$ cat config.mk
export PLATFORM = sky130hd
export DESIGN_NAME = pcache_wt
export DESIGN_NICKNAME = d
export VERILOG_FILES = /design/src/rtl/pcache_pkg.sv /design/src/rtl/pc_tag_store.sv /design/src/rtl/pc_data_store.sv /design/src/rtl/pc_err_counter.sv /design/src/rtl/pcache_wt.sv
export SDC_FILE = /design/constraint.sdc
export NUM_CORES = 1
export LEC_CHECK = 0
export CORE_AREA = 8 8 404 327
export DETAILED_ROUTE_END_ITERATION = 8
export DIE_AREA = 0 0 412 335
export PLACE_DENSITY = 0.58
export RECOVER_POWER = 50
export SLEW_MARGIN = 20
export SYNTH_ARGS = -nofsm -noshare
export SYNTH_HDL_FRONTEND = slang
export SYNTH_SLANG_ARGS = --single-unit
$ cat constraint.sdc
create_clock -name clk -period 7.3 [get_ports clk]
set_clock_uncertainty 0.2 [all_clocks]
set_input_delay 1.46 -clock clk [delete_from_list [all_inputs] [get_ports clk]]
set_output_delay 1.46 -clock clk [all_outputs]
set_load 0.1 [all_outputs]
$ cat src/rtl/pcache_pkg.sv
package pcache_pkg;
   typedef enum logic [1:0] {
      ST_IDLE  = 2'd0,
      ST_FILL  = 2'd1,
      ST_STORE = 2'd2,
      ST_DONE  = 2'd3
   } pc_state_e;
endpackage

$ cat src/rtl/pc_tag_store.sv
module pc_tag_store #(
   parameter int LINES = 8,
   parameter int TAG_W = 7,
   localparam int IDX_W = $clog2(LINES)
) (
   input  logic             clk,
   input  logic             rst,
   input  logic [IDX_W-1:0] rd_idx,
   output logic             rd_valid,
   output logic [TAG_W-1:0] rd_tag,
   output logic             rd_par_ok,
   input  logic             inv_en,
   input  logic [IDX_W-1:0] inv_idx,
   input  logic             wr_en,
   input  logic [IDX_W-1:0] wr_idx,
   input  logic [TAG_W-1:0] wr_tag,
   input  logic             wr_flip
);
   logic [LINES-1:0] valid_q;
   logic [TAG_W:0]   entry_q [LINES];
   logic [TAG_W:0]   rd_entry;

   always_ff @(posedge clk) begin
      if (rst) begin
         valid_q <= '0;
      end else begin
         if (inv_en) valid_q[inv_idx] <= 1'b0;
         if (wr_en)  valid_q[wr_idx]  <= 1'b1;
      end
   end

   // even parity bit stored above the tag
   always_ff @(posedge clk) begin
      if (wr_en) entry_q[wr_idx] <= {(^wr_tag) ^ wr_flip, wr_tag};
   end

   assign rd_entry  = entry_q[rd_idx];
   assign rd_valid  = valid_q[rd_idx];
   assign rd_tag    = rd_entry[TAG_W-1:0];
   assign rd_par_ok = ~(^rd_entry);


   reset_inval_chk: assert property (@(posedge clk) rst |=> valid_q == '0)
      else $error("valid bits not cleared by reset");
endmodule

$ cat src/rtl/pc_data_store.sv
module pc_data_store #(
   parameter int LINES      = 8,
   parameter int LINE_WORDS = 4,
   parameter int DATA_W     = 32,
   localparam int IDX_W = $clog2(LINES),
   localparam int OFF_W = $clog2(LINE_WORDS),
   localparam int DEPTH = LINES * LINE_WORDS
) (
   input  logic              clk,
   input  logic [IDX_W-1:0]  rd_idx,
   input  logic [OFF_W-1:0]  rd_off,
   output logic [DATA_W-1:0] rd_data,
   output logic              rd_par_ok,
   input  logic              wr_en,
   input  logic [IDX_W-1:0]  wr_idx,
   input  logic [OFF_W-1:0]  wr_off,
   input  logic [DATA_W-1:0] wr_data,
   input  logic              wr_flip
);
   logic [DATA_W:0] word_q [DEPTH];
   logic [DATA_W:0] rd_word;
   logic            wr_par;

   assign wr_par = (^wr_data) ^ wr_flip;

   always_ff @(posedge clk) begin
      if (wr_en) word_q[{wr_idx, wr_off}] <= {wr_par, wr_data};
   end

   assign rd_word   = word_q[{rd_idx, rd_off}];
   assign rd_data   = rd_word[DATA_W-1:0];
   assign rd_par_ok = ~(^rd_word);
endmodule

$ cat src/rtl/pc_err_counter.sv
module pc_err_counter #(
   parameter int CNT_W = 8
) (
   input  logic             clk,
   input  logic             rst,
   input  logic             clr,
   input  logic             inc,
   output logic [CNT_W-1:0] cnt
);
   localparam logic [CNT_W-1:0] CNT_MAX = {CNT_W{1'b1}};
   logic [CNT_W-1:0] cnt_q;

   always_ff @(posedge clk) begin
      if (rst)                          cnt_q <= '0;
      else if (clr)                     cnt_q <= CNT_W'(inc);
      else if (inc && cnt_q != CNT_MAX) cnt_q <= cnt_q + 1'b1;
   end

   assign cnt = cnt_q;


   sat_hold_chk: assert property (@(posedge clk) disable iff (rst)
      (cnt_q == CNT_MAX && !clr) |=> cnt_q == CNT_MAX)
      else $error("error count wrapped");

   clr_result_chk: assert property (@(posedge clk) disable iff (rst)
      clr |=> cnt_q <= CNT_W'(1))
      else $error("clear did not take effect");
endmodule

$ cat src/rtl/pcache_wt.sv
module pcache_wt #(
   parameter int ADDR_W        = 12,
   parameter int DATA_W        = 32,
   parameter int LINE_WORDS    = 4,
   parameter int LINES         = 8,
   parameter int CNT_W         = 8,
   parameter bit WRITE_THROUGH = 1'b1
) (
   input  logic              clk,
   input  logic              rst,
   input  logic              cpu_req,
   input  logic              cpu_we,
   input  logic [ADDR_W-1:0] cpu_addr,
   input  logic [DATA_W-1:0] cpu_wdata,
   output logic              cpu_ack,
   output logic [DATA_W-1:0] cpu_rdata,
   output logic              mem_req,
   output logic              mem_we,
   output logic [ADDR_W-1:0] mem_addr,
   output logic [DATA_W-1:0] mem_wdata,
   input  logic              mem_ack,
   input  logic [DATA_W-1:0] mem_rdata,
   input  logic              fi_tag,
   input  logic              fi_data,
   input  logic              err_clr,
   output logic [CNT_W-1:0]  err_cnt
);
   import pcache_pkg::*;

   localparam int OFF_W = $clog2(LINE_WORDS);
   localparam int IDX_W = $clog2(LINES);
   localparam int TAG_W = ADDR_W - OFF_W - IDX_W;
   localparam logic [OFF_W-1:0] LAST_OFF = OFF_W'(LINE_WORDS - 1);

   generate
      if (!WRITE_THROUGH) begin : g_bad_policy
         $error("only write-through operation is supported with parity protection");
      end
      if ((1 << OFF_W) != LINE_WORDS || LINE_WORDS < 2) begin : g_bad_line
         $error("LINE_WORDS must be a power of two, at least 2");
      end
      if ((1 << IDX_W) != LINES || LINES < 2) begin : g_bad_lines
         $error("LINES must be a power of two, at least 2");
      end
      if (TAG_W < 1) begin : g_bad_tag
         $error("ADDR_W too small for the chosen geometry");
      end
   endgenerate

   pc_state_e         state_q;
   logic [ADDR_W-1:0] req_addr_q;
   logic [DATA_W-1:0] req_wdata_q;
   logic [DATA_W-1:0] rdata_q;
   logic [OFF_W-1:0]  fill_cnt_q;

   logic [OFF_W-1:0]  a_off, q_off;
   logic [IDX_W-1:0]  a_idx, q_idx;
   logic [TAG_W-1:0]  a_tag, q_tag;

   assign {a_tag, a_idx, a_off} = cpu_addr;
   assign {q_tag, q_idx, q_off} = req_addr_q;

   // lookup results
   logic              t_valid, t_par_ok;
   logic [TAG_W-1:0]  t_tag;
   logic [DATA_W-1:0] d_data;
   logic              d_par_ok;
   logic              take, tag_err, tag_hit, data_err, load_hit, err_inc;

   assign take     = (state_q == ST_IDLE) && cpu_req;
   assign tag_err  = t_valid && !t_par_ok;
   assign tag_hit  = t_valid && t_par_ok && (t_tag == a_tag);
   assign data_err = tag_hit && !cpu_we && !d_par_ok;
   assign load_hit = tag_hit && !cpu_we && d_par_ok;
   assign err_inc  = take && (tag_err || data_err);

   // storage write controls
   logic              inv_en, tag_wr;
   logic              dat_wr;
   logic [IDX_W-1:0]  dat_idx;
   logic [OFF_W-1:0]  dat_off;
   logic [DATA_W-1:0] dat_val;
   logic              fill_beat;

   assign fill_beat = (state_q == ST_FILL) && mem_ack;
   assign inv_en    = take && (tag_err || data_err || (!cpu_we && !load_hit));
   assign tag_wr    = fill_beat && (fill_cnt_q == LAST_OFF);

   always_comb begin
      dat_wr  = 1'b0;
      dat_idx = a_idx;
      dat_off = a_off;
      dat_val = cpu_wdata;
      if (fill_beat) begin
         dat_wr  = 1'b1;
         dat_idx = q_idx;
         dat_off = fill_cnt_q;
         dat_val = mem_rdata;
      end else if (take && cpu_we && tag_hit) begin
         dat_wr  = 1'b1;
      end
   end

   pc_tag_store #(.LINES(LINES), .TAG_W(TAG_W)) i_tags (
      .clk       (clk),
      .rst       (rst),
      .rd_idx    (a_idx),
      .rd_valid  (t_valid),
      .rd_tag    (t_tag),
      .rd_par_ok (t_par_ok),
      .inv_en    (inv_en),
      .inv_idx   (a_idx),
      .wr_en     (tag_wr),
      .wr_idx    (q_idx),
      .wr_tag    (q_tag),
      .wr_flip   (fi_tag)
   );

   pc_data_store #(.LINES(LINES), .LINE_WORDS(LINE_WORDS), .DATA_W(DATA_W)) i_data (
      .clk       (clk),
      .rd_idx    (a_idx),
      .rd_off    (a_off),
      .rd_data   (d_data),
      .rd_par_ok (d_par_ok),
      .wr_en     (dat_wr),
      .wr_idx    (dat_idx),
      .wr_off    (dat_off),
      .wr_data   (dat_val),
      .wr_flip   (fi_data)
   );

   pc_err_counter #(.CNT_W(CNT_W)) i_errs (
      .clk (clk),
      .rst (rst),
      .clr (err_clr),
      .inc (err_inc),
      .cnt (err_cnt)
   );

   always_ff @(posedge clk) begin
      if (rst) begin
         state_q     <= ST_IDLE;
         req_addr_q  <= '0;
         req_wdata_q <= '0;
         rdata_q     <= '0;
         fill_cnt_q  <= '0;
      end else begin
         case (state_q)
            ST_IDLE: if (cpu_req) begin
               req_addr_q  <= cpu_addr;
               req_wdata_q <= cpu_wdata;
               fill_cnt_q  <= '0;
               if (cpu_we) begin
                  state_q <= ST_STORE;
               end else if (load_hit) begin
                  rdata_q <= d_data;
                  state_q <= ST_DONE;
               end else begin
                  state_q <= ST_FILL;
               end
            end
            ST_FILL: if (mem_ack) begin
               if (fill_cnt_q == q_off) rdata_q <= mem_rdata;
               fill_cnt_q <= fill_cnt_q + 1'b1;
               if (fill_cnt_q == LAST_OFF) state_q <= ST_DONE;
            end
            ST_STORE: if (mem_ack) state_q <= ST_DONE;
            default:  state_q <= ST_IDLE;
         endcase
      end
   end

   assign cpu_ack   = (state_q == ST_DONE);
   assign cpu_rdata = rdata_q;
   assign mem_req   = (state_q == ST_FILL) || (state_q == ST_STORE);
   assign mem_we    = (state_q == ST_STORE);
   assign mem_addr  = (state_q == ST_FILL) ? {q_tag, q_idx, fill_cnt_q} : req_addr_q;
   assign mem_wdata = req_wdata_q;


   mem_hold_chk: assert property (@(posedge clk) disable iff (rst)
      (mem_req && !mem_ack) |=> (mem_req && $stable(mem_addr) && $stable(mem_we)))
      else $error("memory request changed before acknowledge");

   fill_order_chk: assert property (@(posedge clk) disable iff (rst)
      (mem_req && !mem_we && mem_ack && mem_addr[OFF_W-1:0] != LAST_OFF) |=>
      (mem_req && !mem_we &&
       mem_addr[OFF_W-1:0] == OFF_W'($past(mem_addr[OFF_W-1:0]) + 1'b1)))
      else $error("refill order broken");

   ack_pulse_chk: assert property (@(posedge clk) disable iff (rst)
      cpu_ack |=> !cpu_ack)
      else $error("acknowledge longer than one cycle");

   err_refill_chk: assert property (@(posedge clk) disable iff (rst)
      (err_inc && !cpu_we) |=> (mem_req && !mem_we && !cpu_ack))
      else $error("parity error on load not turned into refill");

   idle_after_reset_chk: assert property (@(posedge clk)
      rst |=> (!mem_req && !cpu_ack))
      else $error("requests active after reset");
endmodule

==> flow_summary.json <==
{
  "status": "finished, violations left",
  "failed_checks": "capacitance limit, slew limit",
  "cts_root_buf": "clkbuf_16",
  "relSlewSlack_pct": -124,
  "place_ws_ps": 678,
  "end_kind": "flop",
  "fin_nets": 3126,
  "crit_type": "in -> reg",
  "synthArstFlopShare_pct": 0,
  "ys_seq_area_share_pct": 73.4,
  "fin_setup_tns_ps": 0,
  "route.vias.total": 27800,
  "core_um2": 126000,
  "final_max_slew_viol_count": 262,
  "ys_seq_elements": 1216,
  "cp_max_fo": 32,
  "start_util_pct": 38.5,
  "mostFrequentLayoutCells": "edfxtp_1 (1120), nand2_1 (287), mux2i_1 (258)",
  "totalWireLength_um": 145000,
  "synth_flop_cell": "edfxtp_1",
  "cts_hold_buf": 0,
  "final_common_cell": "edfxtp_1",
  "utilization_pct": 45.0,
  "grt_antenna_before_repair": 2,
  "post_dp_cell_area_um2": 52800,
  "synth_fp_nets": 2878,
  "overflow": 0,
  "maxCapViolCount": 8,
  "avgSynthCellArea_um2": 17.4,
  "postCtsSetupBuffers": 0,
  "fmax_mhz": 155,
  "worstPathRequired_ps": 7610,
  "switching_power_w": 0.00472,
  "setup_slack_ps": 858,
  "cpMaxStageDelayCell": "o21ai_0",
  "yosys_warnings": 0,
  "io_pins": 171,
  "fin_crit_sh_pct": 88.2,
  "numPortBuffers": 170,
  "power.density_nw_per_um2": 308,
  "wl_per_cell_um": 30.3,
  "finalHoldViolations": 0,
  "dp_hpwl_um": 87600,
  "place_congestion": 0.838,
  "grt_pass1_vias": 27300,
  "synth_edf_count": 1120,
  "ant_nets": 0,
  "cts_sinks": 1216,
  "grt_usage_pct": 20.5,
  "final-setup-viol-count": 0,
  "grt_pass1_wl_um": 204000,
  "cts_tree": "built",
  "core.rowCount": 117,
  "die_x_um": 412,
  "path_cells": "dlygate4sd3_1 -> nand2_1 -> buf_4 -> o21ai_0 -> xor3_1 -> xnor3_1 -> xnor3_1 -> xor2_1 -> buf_4",
  "p_int_w": 0.0127,
  "p_total_w": 0.0175,
  "dr.first_iter.drc_count": 3454,
  "switching_share_pct": 27.0,
  "max_stage_delay_ps": 1290,
  "die_area_um2": 138000,
  "combinationalPowerShare_pct": 15.6,
  "pwr-share-seq_pct": 48.0,
  "peakVddDrop_v": 0.000441,
  "tightestPinTransition_ps": 3360,
  "clockBufferDepth": 3,
  "vias_per_cell": 5.79,
  "min_path_type": "reg -> reg",
  "worstSetupStartpointType": "input port",
  "netlist_instances": 2788,
  "cts_made_buffers": 114,
  "clkSlewWorstSetupHoldPaths_ps": 60,
  "cp.arrival_ps": 6750,
  "drive_gt1_share_pct": 16.6,
  "drc": 0,
  "p_clk_share_pct": 36.4,
  "ctsResizeCount": 0,
  "postLayoutCellArea_um2": 56700,
  "synth.distinct_cells": 68,
  "clkLatencyLatePin_ps": 730,
  "die_y_um": 335,
  "first_pass_iters": 5,
  "grt_max_degree": 75,
  "rsz0062_at_grt": "no",
  "syn_to_final_growth_pct": 17.0,
  "netlist_area_um2": 48400,
  "leakagePower_nw": 18.9,
  "layout_min_cycle_time_ps": 6440,
  "cts_htree_levels": 3
}
==> stage by stage <==
stage	hold WS (ps)	std cells
2_1_floorplan	251	2788
3_3_place_gp	241	4586
3_5_place_dp	246	4586
4_1_cts	255	4802
5_1_grt	267	4802
6_report	251	4803
==> worst max-delay path, delay by kind of cell <==
kind	cells	cell delay [ps]
AO/OA/AOI/OAI	1	1290
XOR/XNOR	4	1450
buffers and inverters	3	1620
AND/OR/NAND/NOR	1	890
==> power by group through the flow <==
| stage | combinational (W) | sequential (W) | clock, W |
|---|---|---|---|
| 3_5_place_dp | 0.00273 | 0.00850 | 0 |
| 5_1_grt | 0.00285 | 0.00838 | 0.00669 |
| 3_3_place_gp | 0.00267 | 0.00849 | 0 |
| 2_1_floorplan | 0.00141 | 0.00878 | 0 |
| 4_1_cts | 0.00274 | 0.00835 | 0.00642 |
| 6_report | 0.00273 | 0.00837 | 0.00636 |
==> Yosys cell counts (3+ instances only) <==
cell type | count | area share, %
a211o_1 | 11 | 0.20
a21o_1 | 15 | 0.23
a21oi_1 | 84 | 0.87
a221o_1 | 3 | 0.062
a22oi_1 | 72 | 1.1
and2_1 | 4 | 0.052
and3_1 | 6 | 0.077
and3b_1 | 3 | 0.054
and4_1 | 8 | 0.14
buf_1 | 6 | 0.046
buf_2 | 66 | 0.68
buf_4 | 32 | 0.50
buf_6 | 24 | 0.56
clkbuf_1 | 44 | 0.34
dfxtp_1 | 96 | 4.0
edfxtp_1 | 1120 | 69
ha_1 | 6 | 0.15
inv_1 | 24 | 0.19
mux2_2 | 20 | 0.46
mux2i_1 | 258 | 5.3
mux4_2 | 144 | 6.7
nand2_1 | 288 | 2.2
nand2b_1 | 3 | 0.039
nand3_1 | 16 | 0.17
nand3b_1 | 8 | 0.12
nand4_1 | 12 | 0.15
nand4bb_1 | 6 | 0.14
nor2_1 | 74 | 0.57
nor3_1 | 7 | 0.072
nor3b_1 | 7 | 0.11
nor3b_4 | 3 | 0.12
nor4_1 | 34 | 0.44
o211ai_1 | 4 | 0.062
o21ai_0 | 31 | 0.32
o21ai_1 | 4 | 0.041
o22ai_1 | 129 | 1.7
or4b_1 | 4 | 0.083
xnor2_1 | 41 | 0.74
xnor3_1 | 10 | 0.46
xor2_1 | 25 | 0.45
xor3_1 | 3 | 0.15
==> logic make-up after synthesis <==
logic type	Yosys count	share of synthesized area, %
AOI/OAI and AO/OA	364	4.77
and+or+nand+nor	499	4.95
adders and majority gates	6	0.155
xor gates and xnor gates	80	1.84
muxes	422	12.5
DFF	1216	73.4
buffers and inverters	201	2.41
==> metal layers <==
layer | track usage [%] | up-vias | part of all wire [%]
met3 | 4.42 | 187 | 9.7
met4 | 4.52 | 0 | 2.1
li1 | - | 11500 | -
met2 | 30.6 | 1419 | 44
met5 | 0 | - | 0
met1 | 30.8 | 14700 | 44
==> final timing paths <==
kind | end | from | slack [ps] | cells past startpoint
setup reg to reg | i_data.word_q[25][32] | state_q[1] | 1330 | 10
hold reg to reg | mem_wdata[15] | mem_wdata[15] | 250 | 2
hold / removal | mem_wdata[15] | mem_wdata[15] | 250 | 2
setup / recovery | i_data.word_q[25][32] | mem_ack | 860 | 9
==> layout make-up <==
type | instances | area [um^2]
multi-input combinational | 1371 | 12000
clock buffer | 135 | 3010
timing repair buffer | 307 | 2950
inverter | 26 | 97.6
sequential | 1216 | 35600
fill | 10800 | 69200
clock inverter | 81 | 991
antenna | 1 | 2.50
tap | 1666 | 2080
==> registers in the layout, indices dropped and copies added (netlist names) <==
name / cells
i_tags.valid_q: 8
cpu_rdata: 32
i_errs.cnt: 8
fill_cnt_q: 2
i_data.word_q: 1056
mem_wdata: 32
state_q: 2
req_addr_q: 12
i_tags.entry_q: 64
Note: power is estimated with default switching activity, not from simulation.
